## src/rtl/rdsk_pkg.sv

```systemverilog
`timescale 1ns/1ps
package rdsk_pkg;
    localparam int SNUM_BITS = 16;

    localparam logic [1:0] OFS_DATA = 2'd0;
    localparam logic [1:0] OFS_SHI  = 2'd1;
    localparam logic [1:0] OFS_SLO  = 2'd2;
    localparam logic [1:0] OFS_CMD  = 2'd3;

    typedef enum logic [1:0] {
        ST_IDLE = 2'd0,
        ST_WR   = 2'd1,
        ST_RD   = 2'd2,
        ST_ACK  = 2'd3
    } acc_state_t;
endpackage

```

## src/rtl/rdsk_fsm.sv

```systemverilog
`timescale 1ns/1ps
module rdsk_fsm
    import rdsk_pkg::*;
(
    input  logic       clk,
    input  logic       rst_n,
    input  logic       req,
    input  logic       we,
    input  logic [1:0] sel,
    input  logic       wp,
    output logic       accept,
    output logic       reg_wr,
    output logic       reg_rd,
    output logic       blk_wr,
    output logic       step,
    output logic       cap,
    output logic       ram_we,
    output logic       ram_oe,
    output logic       ack
);
    acc_state_t state, nxt;
    logic       is_data;

    assign is_data = (sel == OFS_DATA);

    always_ff @(posedge clk or negedge rst_n) begin
        if (!rst_n) state <= ST_IDLE;
        else        state <= nxt;
    end

    always_comb begin
        nxt    = state;
        accept = 1'b0;
        reg_wr = 1'b0;
        reg_rd = 1'b0;
        blk_wr = 1'b0;
        step   = 1'b0;
        cap    = 1'b0;
        ram_we = 1'b0;
        ram_oe = 1'b0;
        ack    = 1'b0;
        unique case (state)
            ST_IDLE: begin
                if (req) begin
                    accept = 1'b1;
                    if (!is_data) begin
                        reg_wr = we;
                        reg_rd = !we;
                        nxt    = ST_ACK;
                    end else if (!we) begin
                        nxt    = ST_RD;
                    end else if (wp) begin
                        blk_wr = 1'b1;
                        step   = 1'b1;
                        nxt    = ST_ACK;
                    end else begin
                        nxt    = ST_WR;
                    end
                end
            end
            ST_WR: begin
                ram_we = 1'b1;
                step   = 1'b1;
                nxt    = ST_ACK;
            end
            ST_RD: begin
                ram_oe = 1'b1;
                cap    = 1'b1;
                step   = 1'b1;
                nxt    = ST_ACK;
            end
            ST_ACK: begin
                ack = 1'b1;
                nxt = ST_IDLE;
            end
        endcase
    end

    AST_NO_DUAL_STROBE: assert property (@(posedge clk) disable iff (!rst_n)
        !(ram_we && ram_oe));
    AST_WE_THEN_ACK: assert property (@(posedge clk) disable iff (!rst_n)
        ram_we |=> ack);
    AST_PROT_NO_WE: assert property (@(posedge clk) disable iff (!rst_n)
        (state == ST_IDLE && req && we && is_data && wp) |=> !ram_we);
endmodule

```

## src/rtl/rdsk_regs.sv

```systemverilog
`timescale 1ns/1ps
module rdsk_regs
    import rdsk_pkg::*;
#(
    parameter int SECT_BITS = 8
) (
    input  logic                 clk,
    input  logic                 rst_n,
    input  logic                 accept,
    input  logic                 reg_wr,
    input  logic                 reg_rd,
    input  logic                 blk_wr,
    input  logic                 step,
    input  logic                 cap,
    input  logic [1:0]           sel,
    input  logic [7:0]           wdat,
    input  logic [7:0]           ram_rdata,
    output logic [SNUM_BITS-1:0] sector,
    output logic [SECT_BITS-1:0] cnt,
    output logic                 wp,
    output logic [7:0]           wq,
    output logic [7:0]           rq
);
    localparam logic [SECT_BITS-1:0] CNT_MAX = {SECT_BITS{1'b1}};

    logic       err, cmp;
    logic       sec_wr, cmd_wr;
    logic [7:0] reg_view;

    assign sec_wr = reg_wr && (sel == OFS_SHI || sel == OFS_SLO);
    assign cmd_wr = reg_wr && (sel == OFS_CMD);

    always_comb begin
        unique case (sel)
            OFS_SHI: reg_view = sector[15:8];
            OFS_SLO: reg_view = sector[7:0];
            OFS_CMD: reg_view = {5'b0, cmp, err, wp};
            default: reg_view = 8'h00;
        endcase
    end

    always_ff @(posedge clk or negedge rst_n) begin
        if (!rst_n) begin
            sector <= '0;
            cnt    <= '0;
            wp     <= 1'b0;
            err    <= 1'b0;
            cmp    <= 1'b0;
            wq     <= 8'h00;
            rq     <= 8'h00;
        end else begin
            if (accept) wq <= wdat;
            if (sec_wr) begin
                if (sel == OFS_SHI) sector[15:8] <= wdat;
                else                sector[7:0]  <= wdat;
                cnt <= '0;
                cmp <= 1'b0;
            end
            if (cmd_wr) begin
                wp <= wdat[0];
                if (wdat[1]) err <= 1'b0;
            end
            if (step) begin
                cnt <= cnt + 1'b1;
                cmp <= (cnt == CNT_MAX);
            end
            if (blk_wr) err <= 1'b1;
            if (cap)    rq  <= ram_rdata;
            if (reg_rd) rq  <= reg_view;
        end
    end

    AST_SECT_CLEARS_CNT: assert property (@(posedge clk) disable iff (!rst_n)
        sec_wr |=> (cnt == '0));
    AST_ERR_STICKY: assert property (@(posedge clk) disable iff (!rst_n)
        (err && !(cmd_wr && wdat[1])) |=> err);
    AST_WRAP_NO_CARRY: assert property (@(posedge clk) disable iff (!rst_n)
        (step && cnt == CNT_MAX) |=> ($stable(sector) && cnt == '0));
endmodule

```

## src/rtl/rdsk_top.sv

```systemverilog
`timescale 1ns/1ps
module rdsk_top
    import rdsk_pkg::*;
#(
    parameter int SECT_BITS = 8,
    localparam int AW = SNUM_BITS + SECT_BITS
) (
    input  logic          clk,
    input  logic          rst_n,
    input  logic          bus_req,
    input  logic          bus_we,
    input  logic [1:0]    bus_reg,
    input  logic [7:0]    bus_wdat,
    output logic          bus_ack,
    output logic [7:0]    bus_rdat,
    output logic [AW-1:0] ram_addr,
    output logic [7:0]    ram_wdata,
    input  logic [7:0]    ram_rdata,
    output logic          ram_we,
    output logic          ram_oe
);
    logic accept, reg_wr, reg_rd, blk_wr, step, cap, wp;
    logic [SNUM_BITS-1:0] sector;
    logic [SECT_BITS-1:0] cnt;

    rdsk_fsm u_fsm (
        .clk(clk), .rst_n(rst_n), .req(bus_req), .we(bus_we), .sel(bus_reg),
        .wp(wp), .accept(accept), .reg_wr(reg_wr), .reg_rd(reg_rd),
        .blk_wr(blk_wr), .step(step), .cap(cap), .ram_we(ram_we),
        .ram_oe(ram_oe), .ack(bus_ack)
    );

    rdsk_regs #(.SECT_BITS(SECT_BITS)) u_regs (
        .clk(clk), .rst_n(rst_n), .accept(accept), .reg_wr(reg_wr),
        .reg_rd(reg_rd), .blk_wr(blk_wr), .step(step), .cap(cap),
        .sel(bus_reg), .wdat(bus_wdat), .ram_rdata(ram_rdata),
        .sector(sector), .cnt(cnt), .wp(wp), .wq(ram_wdata), .rq(bus_rdat)
    );

    assign ram_addr = {sector, cnt};

    AST_WE_ONLY_UNPROT: assert property (@(posedge clk) disable iff (!rst_n)
        ram_we |-> !wp);
endmodule

```

## config.mk

```make
export PLATFORM = sky130hd
export DESIGN_NAME = rdsk_top
export DESIGN_NICKNAME = d
export VERILOG_FILES = /design/src/rtl/rdsk_pkg.sv /design/src/rtl/rdsk_fsm.sv /design/src/rtl/rdsk_regs.sv /design/src/rtl/rdsk_top.sv
export SDC_FILE = /design/constraint.sdc
export NUM_CORES = 1
export LEC_CHECK = 0
export BUFFER_PORTS_ARGS = -buffer_cell sky130_fd_sc_hd__clkbuf_2
export CAP_MARGIN = 10
export CORE_ASPECT_RATIO = 1.75
export CORE_MARGIN = 4
export CORE_UTILIZATION = 26
export CTS_BUF_LIST = sky130_fd_sc_hd__clkbuf_8
export DETAILED_ROUTE_END_ITERATION = 6
export SLEW_MARGIN = 20
export SYNTH_ARGS = -nofsm -noshare
export SYNTH_HDL_FRONTEND = slang
export SYNTH_SLANG_ARGS = --single-unit
```

## constraint.sdc

```tcl
create_clock -name clk -period 2 [get_ports clk]
set_clock_uncertainty 0.1 [all_clocks]
set_input_delay 0.1 -clock clk [delete_from_list [all_inputs] [get_ports clk]]
set_output_delay 0.1 -clock clk [all_outputs]
set_load 0.05 [all_outputs]
```

==> impl_metrics.yaml <==
run_status:
  status: "complete, no violations"
pwr:
  p_leak_nw: 1.52
  power.internal_mw: 2.66
  seqPwrFrac_pct: 29.4
  p_switching_mw: 2.73
  total_power_mw: 5.39
  netSwitchingFraction_pct: 50.6
  clockPowerShare_pct: 15.6
  ir_worst_vdd_mv: 0.530
  comb_power_share_pct: 55.0
  powerDensity_nw_per_um2: 1810
clock_network:
  cts_buffers: 5
  ctsHtreeMaxLevel: 2
  clk_latency_ns: 0.31
  clk_path_buf_depth: 2
  cts_tree: "built"
  clock_sinks: 45
  postCtsSetupBuffers: 0
  cts_root_buf: "clkbuf_8"
  clkTransAtPathRegs_ns: 0.09
place:
  io_buffers: 64
  dpl.hpwl_mm: 4.28
  dpl_worst_slack_ns: 0.0336
  routabilityCongestion: 0.787
global_routing:
  track_usage_pct: 11.9
  antenna_found_initial: 0
  grt_util_met2_pct: 21.0
  grt_pass1_vias: 1857
  met1_usage_pct: 12.0
  grt_max_degree: 46
  grt_pass1_wl_mm: 9.17
  grt-busiest-layer: "met2"
  overflow: 0
  grtUsageMet3_pct: 2.80
finish:
  area_growth_pct: 36.7
  drive_above_1_share_pct: 42.3
  fin_nets: 305
  antenna_cells: 0
worst_setup_path:
  worstPathRequired_ns: 2.10
  r2r_slack_ns: 0.12
  startpoint_type: "flop"
  r2r_start: "u_fsm.state[1]$_DFFE_PN0P_"
  crit_type: "flop to flop"
  worst_ep_arrival_time_ns: 1.98
  reg2reg_depth: 7
  cp-end-kind: "flop"
  r2r-end: "u_regs.sector[6]$_DFFE_PN0P_"
  crit_fanout: 8
yosys:
  synth.most_common_cell: "dfrtp_1"
  ys.flop_type: "dfrtp_1"
  syn_inst: 183
  synth_edf_count: 0
  async_flop_share_pct: 100
  synth_cell_types: 36
  yosysWarnings: 0
  syn_nets: 215
  synth.avg_cell_area_um2: 11.9
  synth_top_cells_by_count: "dfrtp_1 (45), mux2_2 (25), a21oi_1 (10), ha_1 (10), nand2_1 (9)"
  synth_seq_area_share_pct: 51.8
  yosys.area.top_type_share_pct: 51.8
  synth.ff_latch_count: 45
  syn_area_um2: 2170
  yosys.area.top_type: "dfrtp_1"
  synth_area_leaders: "dfrtp_1 (52%), mux2_2 (13%), ha_1 (5.8%), a211oi_1 (2.8%), a21oi_1 (2.3%)"
timing:
  final-hold-violation-count: 0
  min_period_ns: 1.88
  worst_hold_slack_ns: 0.0168
  final.setup.worst_slack_ns: 0.122
  slew_viol_final: 0
  setup-tns-final_ns: 0
  worst_pin_slew_ns: 0.589
  finalSetupViolations: 0
  fmax_mhz: 533
  max_slew_margin_pct: 60.7
  grt_setup_unrepaired: "false"
  finalCritPeriodShare_pct: 93.9
route:
  drc_errors: 0
  drt-total-wl_mm: 5.85
  vias_per_cell: 4.94
  drtPass1Iterations: 4
  first_iter_violations: 70
  wire_per_inst_um: 16.1
  vias: 1798
  final_antenna_net_count: 0
hold_path:
  whs_path_depth: 2
  min_path_type: "input pin to flop"
  holdPathEnd: "u_regs.sector[1]$_DFFE_PN0P_"
  worstHoldStart: "bus_wdat[1]"
flow_run:
  drv_cap: 0
floorplan:
  start_util_pct: 27.1
  die_h_um: 129
  die_w_um: 77.1
  rows: 43
  dieArea_um2: 9950
  core_um2: 8020
  io_pins: 65
## flip-flops by register name (all words and copies together), names as in the netlist
register and flops:
u_regs.cnt 8, u_fsm.state 2, u_regs.err 1, u_regs.rq 8, u_regs.cmp 1, u_regs.wq 8
u_regs.sector 16, u_regs.wp 1
## metrics by stage
| stage | utilization (%) | instance area [µm²] | std cells |
|---|---|---|---|
| final | 37.1 | 2970 | 364 |
| after CTS | 37.0 | 2970 | 364 |
| after global routing | 37.1 | 2970 | 364 |
| after detailed placement | 33.3 | 2670 | 340 |
| after floorplan | - | 2180 | 183 |
| after global placement | 33.3 | 2670 | 340 |
## layer usage
metal / wire length [µm] / vias up
met3: 326 / 13
li1: - / 856
met2: 3090 / 48
met4: 239 / 0
met1: 2200 / 881
met5: 0 / -
## layout by cell type (no fill, tap or decap), types with 2 or more instances in the layout
cell type,count
inv_1,6
buf_4,10
bufinv_16,2
nor2_1,2
a21o_1,2
clkbuf_2,64
mux2_2,25
a222oi_1,3
nand2_1,9
clkbuf_8,5
dlygate4sd3_1,16
a211oi_1,8
dfrtp_1,45
nor3_1,5
nand3_1,6
or2_2,2
and3_1,5
a22oi_1,5
nor2b_1,8
nand2b_1,3
ha_1,9
o21ai_0,2
a21oi_1,10
a211o_1,5
## area by class of cell
cell class                      instances  area (µm²)
Clock buffer                            5        68.8
Multi-Input combinational cell        124         997
Inverter                                6        22.5
Clock inverter                          3        68.8
Tap cell                               90         113
Timing Repair Buffer                   91         576
Sequential cell                        45        1130
Fill cell                             810        5040
## power groups by stage
stage / Sequential, mW / Combinational (mW) / Clock (mW)
floorplan: 2.73 / 1.04 / 0
global placement: 1.58 / 2.93 / 0
detailed placement: 1.61 / 2.95 / 0
CTS: 1.59 / 2.99 / 0.870
global route: 1.64 / 3.15 / 0.893
finish: 1.59 / 2.96 / 0.841
## critical path, stage by stage (launching register included)
cell,delay (ns)
dfrtp_1,0.42
inv_1,0.09
ha_1,0.20
and3_4,0.25
nand3b_4,0.10
nor2_2,0.14
buf_12,0.14
mux2_2,0.33
## repair_timing
action / in CTS / in global routing
gates resized for setup: 0 / 3
endpoints found under the setup margin: 0 / 21
hold buffers: 16 / 0
endpoints found under the hold margin: 75 / 0
## how the worst max path moves through the flow
stage,start,to,slack (ns),depth (start not counted)
floorplan,u_regs.cnt[0]$_DFFE_PN0P_,u_regs.cnt[6]$_DFFE_PN0P_,0.004,5
global placement,u_fsm.state[1]$_DFFE_PN0P_,u_regs.sector[7]$_DFFE_PN0P_,0.07,7
detailed placement,u_fsm.state[1]$_DFFE_PN0P_,u_regs.cnt[5]$_DFFE_PN0P_,0.03,6
CTS,u_fsm.state[1]$_DFFE_PN0P_,u_regs.cnt[5]$_DFFE_PN0P_,0.008,6
global route,u_fsm.state[1]$_DFFE_PN0P_,u_regs.sector[0]$_DFFE_PN0P_,0.02,7
finish,u_fsm.state[1]$_DFFE_PN0P_,u_regs.sector[6]$_DFFE_PN0P_,0.12,7
## kinds of logic (layout without fill, tap and decap cells)
family                     after synthesis  after routing  synth area share (%)
and+or+nand+nor                         48             48                  13.2
muxes                                   25             25                  12.9
adders and majority gates               10             10                  5.75
AOI/OAI and AO/OA                       41             41                  13.6
DFF                                     45             45                  51.8
buffers and inverters                   14            105                  2.70
Power figures use the tool's default switching activity.
